--- src/rtl/pixSerPkg.sv ---
package pixSerPkg;

  // Strobes from the control into the datapath and palette stage
  typedef struct packed {
    logic loadStage;   // capture returning memory word in staging
    logic moveToUse;   // copy staging word into use register
    logic shiftUse;    // drop the byte just shown
    logic pixValid;    // current index is a real visible pixel
  } ctrlStrobes_t;

endpackage

--- src/rtl/pixFetchCtrl.sv ---
module pixFetchCtrl
  import pixSerPkg::*;
#(
  parameter int WORD_PIX = 8,
  localparam int CNT_W = $clog2(WORD_PIX + 1)
) (
  input  logic         clk,
  input  logic         rstN,
  input  logic         lineStart,
  input  logic         activeIn,
  input  logic         memValid,
  output logic         memReq,
  output ctrlStrobes_t strobes,
  output logic         underflow
);

  localparam logic [CNT_W-1:0] FULL_CNT = CNT_W'(WORD_PIX);
  localparam logic [CNT_W-1:0] ONE_CNT  = CNT_W'(1);

  logic [CNT_W-1:0] useCount;
  logic stageValid;
  logic pending;
  logic dropNext;
  logic fetchEn;
  logic uflow;

  logic consume;
  logic arrive;
  logic keepWord;
  logic useDrains;

  always_comb begin
    consume   = activeIn && (useCount != '0);
    arrive    = memValid && pending;
    keepWord  = arrive && !dropNext;
    useDrains = (useCount == '0) || (consume && (useCount == ONE_CNT));

    strobes.moveToUse = stageValid && useDrains && !lineStart;
    strobes.loadStage = keepWord && !lineStart;
    strobes.shiftUse  = consume;
    strobes.pixValid  = consume && !uflow;

    memReq = fetchEn && !pending && !stageValid && !lineStart;
  end

  always_ff @(posedge clk) begin
    if (!rstN) begin
      useCount   <= '0;
      stageValid <= 1'b0;
      pending    <= 1'b0;
      dropNext   <= 1'b0;
      fetchEn    <= 1'b0;
      uflow      <= 1'b0;
    end else if (lineStart) begin
      useCount   <= '0;
      stageValid <= 1'b0;
      uflow      <= 1'b0;
      fetchEn    <= 1'b1;
      pending    <= pending && !arrive;
      dropNext   <= pending && !arrive;
    end else begin
      if (memReq)       pending <= 1'b1;
      else if (arrive)  pending <= 1'b0;

      if (arrive) dropNext <= 1'b0;

      if (strobes.loadStage)      stageValid <= 1'b1;
      else if (strobes.moveToUse) stageValid <= 1'b0;

      if (strobes.moveToUse) useCount <= FULL_CNT;
      else if (consume)      useCount <= useCount - ONE_CNT;

      if (activeIn && (useCount == '0)) uflow <= 1'b1;
    end
  end

  assign underflow = uflow;

endmodule

--- src/rtl/pixFetchPath.sv ---
module pixFetchPath
  import pixSerPkg::*;
#(
  parameter int PIX_W    = 8,
  parameter int WORD_PIX = 8,
  localparam int WORD_W  = PIX_W * WORD_PIX
) (
  input  logic              clk,
  input  logic              rstN,
  input  ctrlStrobes_t      strobes,
  input  logic [WORD_W-1:0] memData,
  output logic [PIX_W-1:0]  pixIdx
);

  logic [WORD_W-1:0] stageReg;
  logic [WORD_W-1:0] useReg;

  always_ff @(posedge clk) begin
    if (!rstN) begin
      stageReg <= '0;
      useReg   <= '0;
    end else begin
      if (strobes.loadStage) stageReg <= memData;

      if (strobes.moveToUse)     useReg <= stageReg;
      else if (strobes.shiftUse) useReg <= useReg >> PIX_W;
    end
  end

  // Low byte of the use register is always the next pixel
  assign pixIdx = useReg[PIX_W-1:0];

endmodule

--- src/rtl/pixPalette.sv ---
module pixPalette
  import pixSerPkg::*;
#(
  parameter int PIX_W   = 8,
  parameter int COLOR_W = 12,
  localparam int DEPTH  = 1 << PIX_W
) (
  input  logic               clk,
  input  logic               rstN,
  input  ctrlStrobes_t       strobes,
  input  logic [PIX_W-1:0]   pixIdx,
  input  logic               activeIn,
  input  logic               palWrEn,
  input  logic [PIX_W-1:0]   palWrAddr,
  input  logic [COLOR_W-1:0] palWrData,
  output logic               activeOut,
  output logic [COLOR_W-1:0] rgbOut
);

  logic [COLOR_W-1:0] palMem [DEPTH];

  always_ff @(posedge clk) begin
    if (palWrEn) palMem[palWrAddr] <= palWrData;
  end

  always_ff @(posedge clk) begin
    if (!rstN) begin
      rgbOut    <= '0;
      activeOut <= 1'b0;
    end else begin
      rgbOut    <= strobes.pixValid ? palMem[pixIdx] : '0;
      activeOut <= activeIn;
    end
  end

endmodule

--- src/rtl/palPixelSerializer.sv ---
module palPixelSerializer
  import pixSerPkg::*;
#(
  parameter int PIX_W    = 8,
  parameter int WORD_PIX = 8,
  parameter int COLOR_W  = 12,
  localparam int WORD_W  = PIX_W * WORD_PIX
) (
  input  logic               clk,
  input  logic               rstN,
  input  logic               lineStart,
  input  logic               activeIn,
  output logic               memReq,
  input  logic               memValid,
  input  logic [WORD_W-1:0]  memData,
  input  logic               palWrEn,
  input  logic [PIX_W-1:0]   palWrAddr,
  input  logic [COLOR_W-1:0] palWrData,
  output logic               activeOut,
  output logic [COLOR_W-1:0] rgbOut,
  output logic               underflow
);

  ctrlStrobes_t      strobes;
  logic [PIX_W-1:0]  pixIdx;

  pixFetchCtrl #(.WORD_PIX(WORD_PIX)) uCtrl (
    .clk(clk), .rstN(rstN), .lineStart(lineStart), .activeIn(activeIn),
    .memValid(memValid), .memReq(memReq), .strobes(strobes),
    .underflow(underflow)
  );

  pixFetchPath #(.PIX_W(PIX_W), .WORD_PIX(WORD_PIX)) uPath (
    .clk(clk), .rstN(rstN), .strobes(strobes), .memData(memData),
    .pixIdx(pixIdx)
  );

  pixPalette #(.PIX_W(PIX_W), .COLOR_W(COLOR_W)) uPal (
    .clk(clk), .rstN(rstN), .strobes(strobes), .pixIdx(pixIdx),
    .activeIn(activeIn), .palWrEn(palWrEn), .palWrAddr(palWrAddr),
    .palWrData(palWrData), .activeOut(activeOut), .rgbOut(rgbOut)
  );

endmodule

--- config.mk ---
export PLATFORM = sky130hd
export DESIGN_NAME = palPixelSerializer
export DESIGN_NICKNAME = d
export VERILOG_FILES = /design/src/rtl/pixSerPkg.sv /design/src/rtl/pixFetchCtrl.sv /design/src/rtl/pixFetchPath.sv /design/src/rtl/pixPalette.sv /design/src/rtl/palPixelSerializer.sv
export SDC_FILE = /design/constraint.sdc
export NUM_CORES = 2
export LEC_CHECK = 0
export BUFFER_PORTS_ARGS = -buffer_cell sky130_fd_sc_hd__buf_2
export CAP_MARGIN = 20
export CORE_MARGIN = 2
export CORE_UTILIZATION = 38
export CTS_CLUSTER_DIAMETER = 100
export CTS_CLUSTER_SIZE = 20
export DETAILED_ROUTE_END_ITERATION = 8
export PLACE_DENSITY = 0.49
export SYNTH_ARGS = -nofsm -noshare
export SYNTH_HDL_FRONTEND = slang
export SYNTH_HIERARCHICAL = 1
export SYNTH_SLANG_ARGS = --single-unit
--- constraint.sdc ---
create_clock -name clk -period 3.06 [get_ports clk]
set_clock_uncertainty 0.2 [all_clocks]
set_input_delay 0.459 -clock clk [delete_from_list [all_inputs] [get_ports clk]]
set_output_delay 0.459 -clock clk [all_outputs]
set_load 0.02 [all_outputs]
==> impl_results.md <==
* Status: finished, violations left
* Failing checks: setup timing
* Min setup slack post-route at -162.0 ps
* Tcrit/Tclk final at 1.053
* Mean post-synth cell area at 20.05 sq um
* DRT Pass-1 Iters at 6
* Delay-heaviest family, CP: compound AO/OA/AOI/OAI gates
* Reg2reg setup slack at -160 ps
* Netlist Area Pre-Place at ~0.13 sq mm
* Largest net degree at the start of global routing at approximately 90
* Critical Path RT at roughly 3700 ps
* Synth Instances at 6312
* Slew @ Worst Pin at about 900 ps
* Input/output buffers at 104
* Clock-pin slew on the worst setup and hold paths at ~90 ps
* Worst Path Buf+Inv at 5
* Final HPWL DP at roughly 270 mm
* Core area at between 0.3 and 0.4 sq mm
* LEAKAGE at approximately 47 nW
* Remaining antenna violation count at 0
* RePlAce Congestion at roughly 0.88
* Yosys reg bits at roughly 3200
* Placed cell count at 11510
* Worst slew margin at 0.4130
* Worst Hold End: uPath/stageReg[32]
* Asr flop ratio synth at 0
* Die area at around 0.34 sq mm
* Max VDD drop at ~440 uV
* TritonCTS buffer count at between 150 and 200
* First-pass GRT wire length at between 500 and 600 mm
* Final nets at around 7600
* Yosys top cell area share at 0.7290
* Cells along the critical path: buf_12 > buf_16 > buf_16 > buf_4 > mux4_2 > a22o_1 > a21oi_1 > a22o_1 > nor4_4 > buf_4 > a41o_1
* DRC at 0
* Min-delay src: memData[32]
* FMAX at ~0.31 GHz
* Critical path fanouts, max at 10
* Worst R2R Path Depth at 11
* Layout cells sized above 1 at 0.3143
* CP arrival at 3830 ps
* Non-Filler Instances at about 12000
* Unique masters post-synth at 92
* Max-cap violations at 0
* Num Clock Sinks at 3222
* Die height at 581.1 um
* CTS root buf: clkbuf_16
* Max Slew Vio Count at 0
* Area contributors post-synth: edfxtp_1 73%, mux4_2 10%, mux2i_1 3.6%
* CP startpoint: uPath/useReg[0]
* R2R Path Start: uPath/useReg[0]
* Rows at between 200 and 250
* Period minus WS final at roughly 3200 ps
* Post-synthesis net count at 6404
* Top_reg_cell synth: edfxtp_1
* DRT Wirelength at a little over 400 mm
* Initial drt markers at 7940
* Commonest cells in the netlist: 3072 x edfxtp_1, 564 x mux4_2, 449 x mux2i_1
* Final hold vios at 0
* I/O Pins at 105
* EDFF count, synth at 3072
* Vias at about 69000
* CP peak stage delay at just over 500 ps
* Pwr dens at between 500 and 600 mW/mm^2
* Area leader, netlist: edfxtp_1
* HP Class: in2reg
* Vias per cell at ~5.7
* Total Power at about 76 mW
* Setup Crit Path Kind: reg2reg
* WL per Instance at 33.92 um
* Layout Area Growth over Synthesis at 17.99%
* Total GRT Usage at 0.2363
* Startpoint class of the critical path: register
* Horiz. Die Dim at 581.1 um
* Clock latency on the worst-skew pair at slightly above 900 ps
* Worst setup EP type: register
* H-tree Lvls at 4
* CTS tree: yes
* RSZ-0062 raised after global routing: true
* Post-synthesis sequential area ratio at 0.7528
* CTS Buffer Depth at 4
* Warnings from Yosys at 6
* Highest-delay cell along the critical path: mux4_2
* Initial antenna violation count at 37
* Worst Hold Depth at 4
* Initial core utilization at 0.3825
* Setup TNS at -809.2 ps
* # setup viols final at 10
* Global route overflow at 0
* Number of global-route vias before repair at 68180
* RR Endpoint: uPal/rgbOut[9]
* Count leader, synth: edfxtp_1
final cells by class:
class	count	area, sq um
antenna	28	70.07
clock buffer	257	5037
sequential	3222	95280
multi-input combinational	2678	29440
clock inverter	18	205.2
timing repair buffer	1439	13770
fill	28350	181500
tap	4366	5463
inverter	7	35.03
placed cells by master, fill, tap and decap left out, types with 66 or more instances in the layout:
| cell type | instances |
|---|---|
| nor2b_1 | 75 |
| dfxtp_1 | 141 |
| buf_4 | 992 |
| mux2i_1 | 446 |
| buf_2 | 91 |
| nand2_1 | 132 |
| edfxtp_1 | 3072 |
| mux4_2 | 565 |
| clkbuf_16 | 198 |
| dlygate4sd3_1 | 105 |
| nor3_1 | 66 |
| buf_12 | 176 |
| nor2_1 | 311 |
| o221ai_1 | 89 |
| o22ai_1 | 124 |
stage by stage:
step,instance area (sq um),utilization,worst slack [ps],hold slack [ps]
2_1_floorplan,126500,-,409.8,230.1
3_3_place_gp,140400,0.4245,-1276,243.2
3_5_place_dp,140500,0.4246,-1227,250.9
4_1_cts,148100,0.4477,-108.8,71.01
5_1_grt,149300,0.4512,-168.6,130.7
6_report,149300,0.4513,-162.0,158.7
where the power goes:
part	switching, mW	internal, mW
clock	14.4	11.6
sequential	0.0302	48.3
combinational	1.29	0.495
total	15.8	60.3
metal layers:
layer	up-vias	track usage	routed length [um]
li1	28330	-	-
met1	37190	0.3329	170500
met2	2670	0.3823	195100
met3	491	0.02699	27240
met4	16	0.07960	14620
met5	-	0	104
worst reg2reg max path: stages (launching register included):
cell     delay [ps]
dfxtp_4         370
buf_12          170
buf_16          210
buf_16          190
buf_4           230
mux4_2          520
a22o_1          190
a21oi_1         340
a22o_1          280
nor4_4           70
buf_4           170
a41o_1          200
registers in the layout, summed over array words and instances (netlist names):
name	flops
uCtrl/stageValid	1
uCtrl/useCount	4
uPath/useReg	64
uCtrl/underflow	1
uPal/rgbOut	12
uPath/stageReg	64
uPal/palMem	3072
uCtrl/pending	1
uCtrl/fetchEn	1
uCtrl/dropNext	1
uPal/activeOut	1
how the worst max path moves through the flow:
stage | to | slack, ps | cells past startpoint
after floorplan | uPal/palMem[237][0] | 410 | 6
after global placement | uPal/rgbOut[4] | -1280 | 12
after detailed placement | uPal/rgbOut[4] | -1230 | 12
after CTS | uPal/rgbOut[11] | -110 | 10
after global routing | uPal/rgbOut[9] | -170 | 11
final | uPal/rgbOut[9] | -160 | 11
what timing repair did:
action	CTS	global route
endpoints found under the hold margin	885	0
resized for setup	176	118
hold buffers	105	0
endpoints found under the setup margin	14	13
gates cloned	5	7
setup buffers	40	52
pin swaps	28	38
kinds of logic (layout without fill, tap and decap cells):
logic type	count (synthesis)	count (layout)	share of synthesized area
adders and majority gates	2	2	0.0001977
DFF	3222	3222	0.7528
buffers and inverters	412	1721	0.02380
other	0	28	0
and+or+nand+nor	912	912	0.03620
muxes	1123	1123	0.1494
AOI/OAI and AO/OA	641	641	0.03761
(Power assumes the default switching activity.)
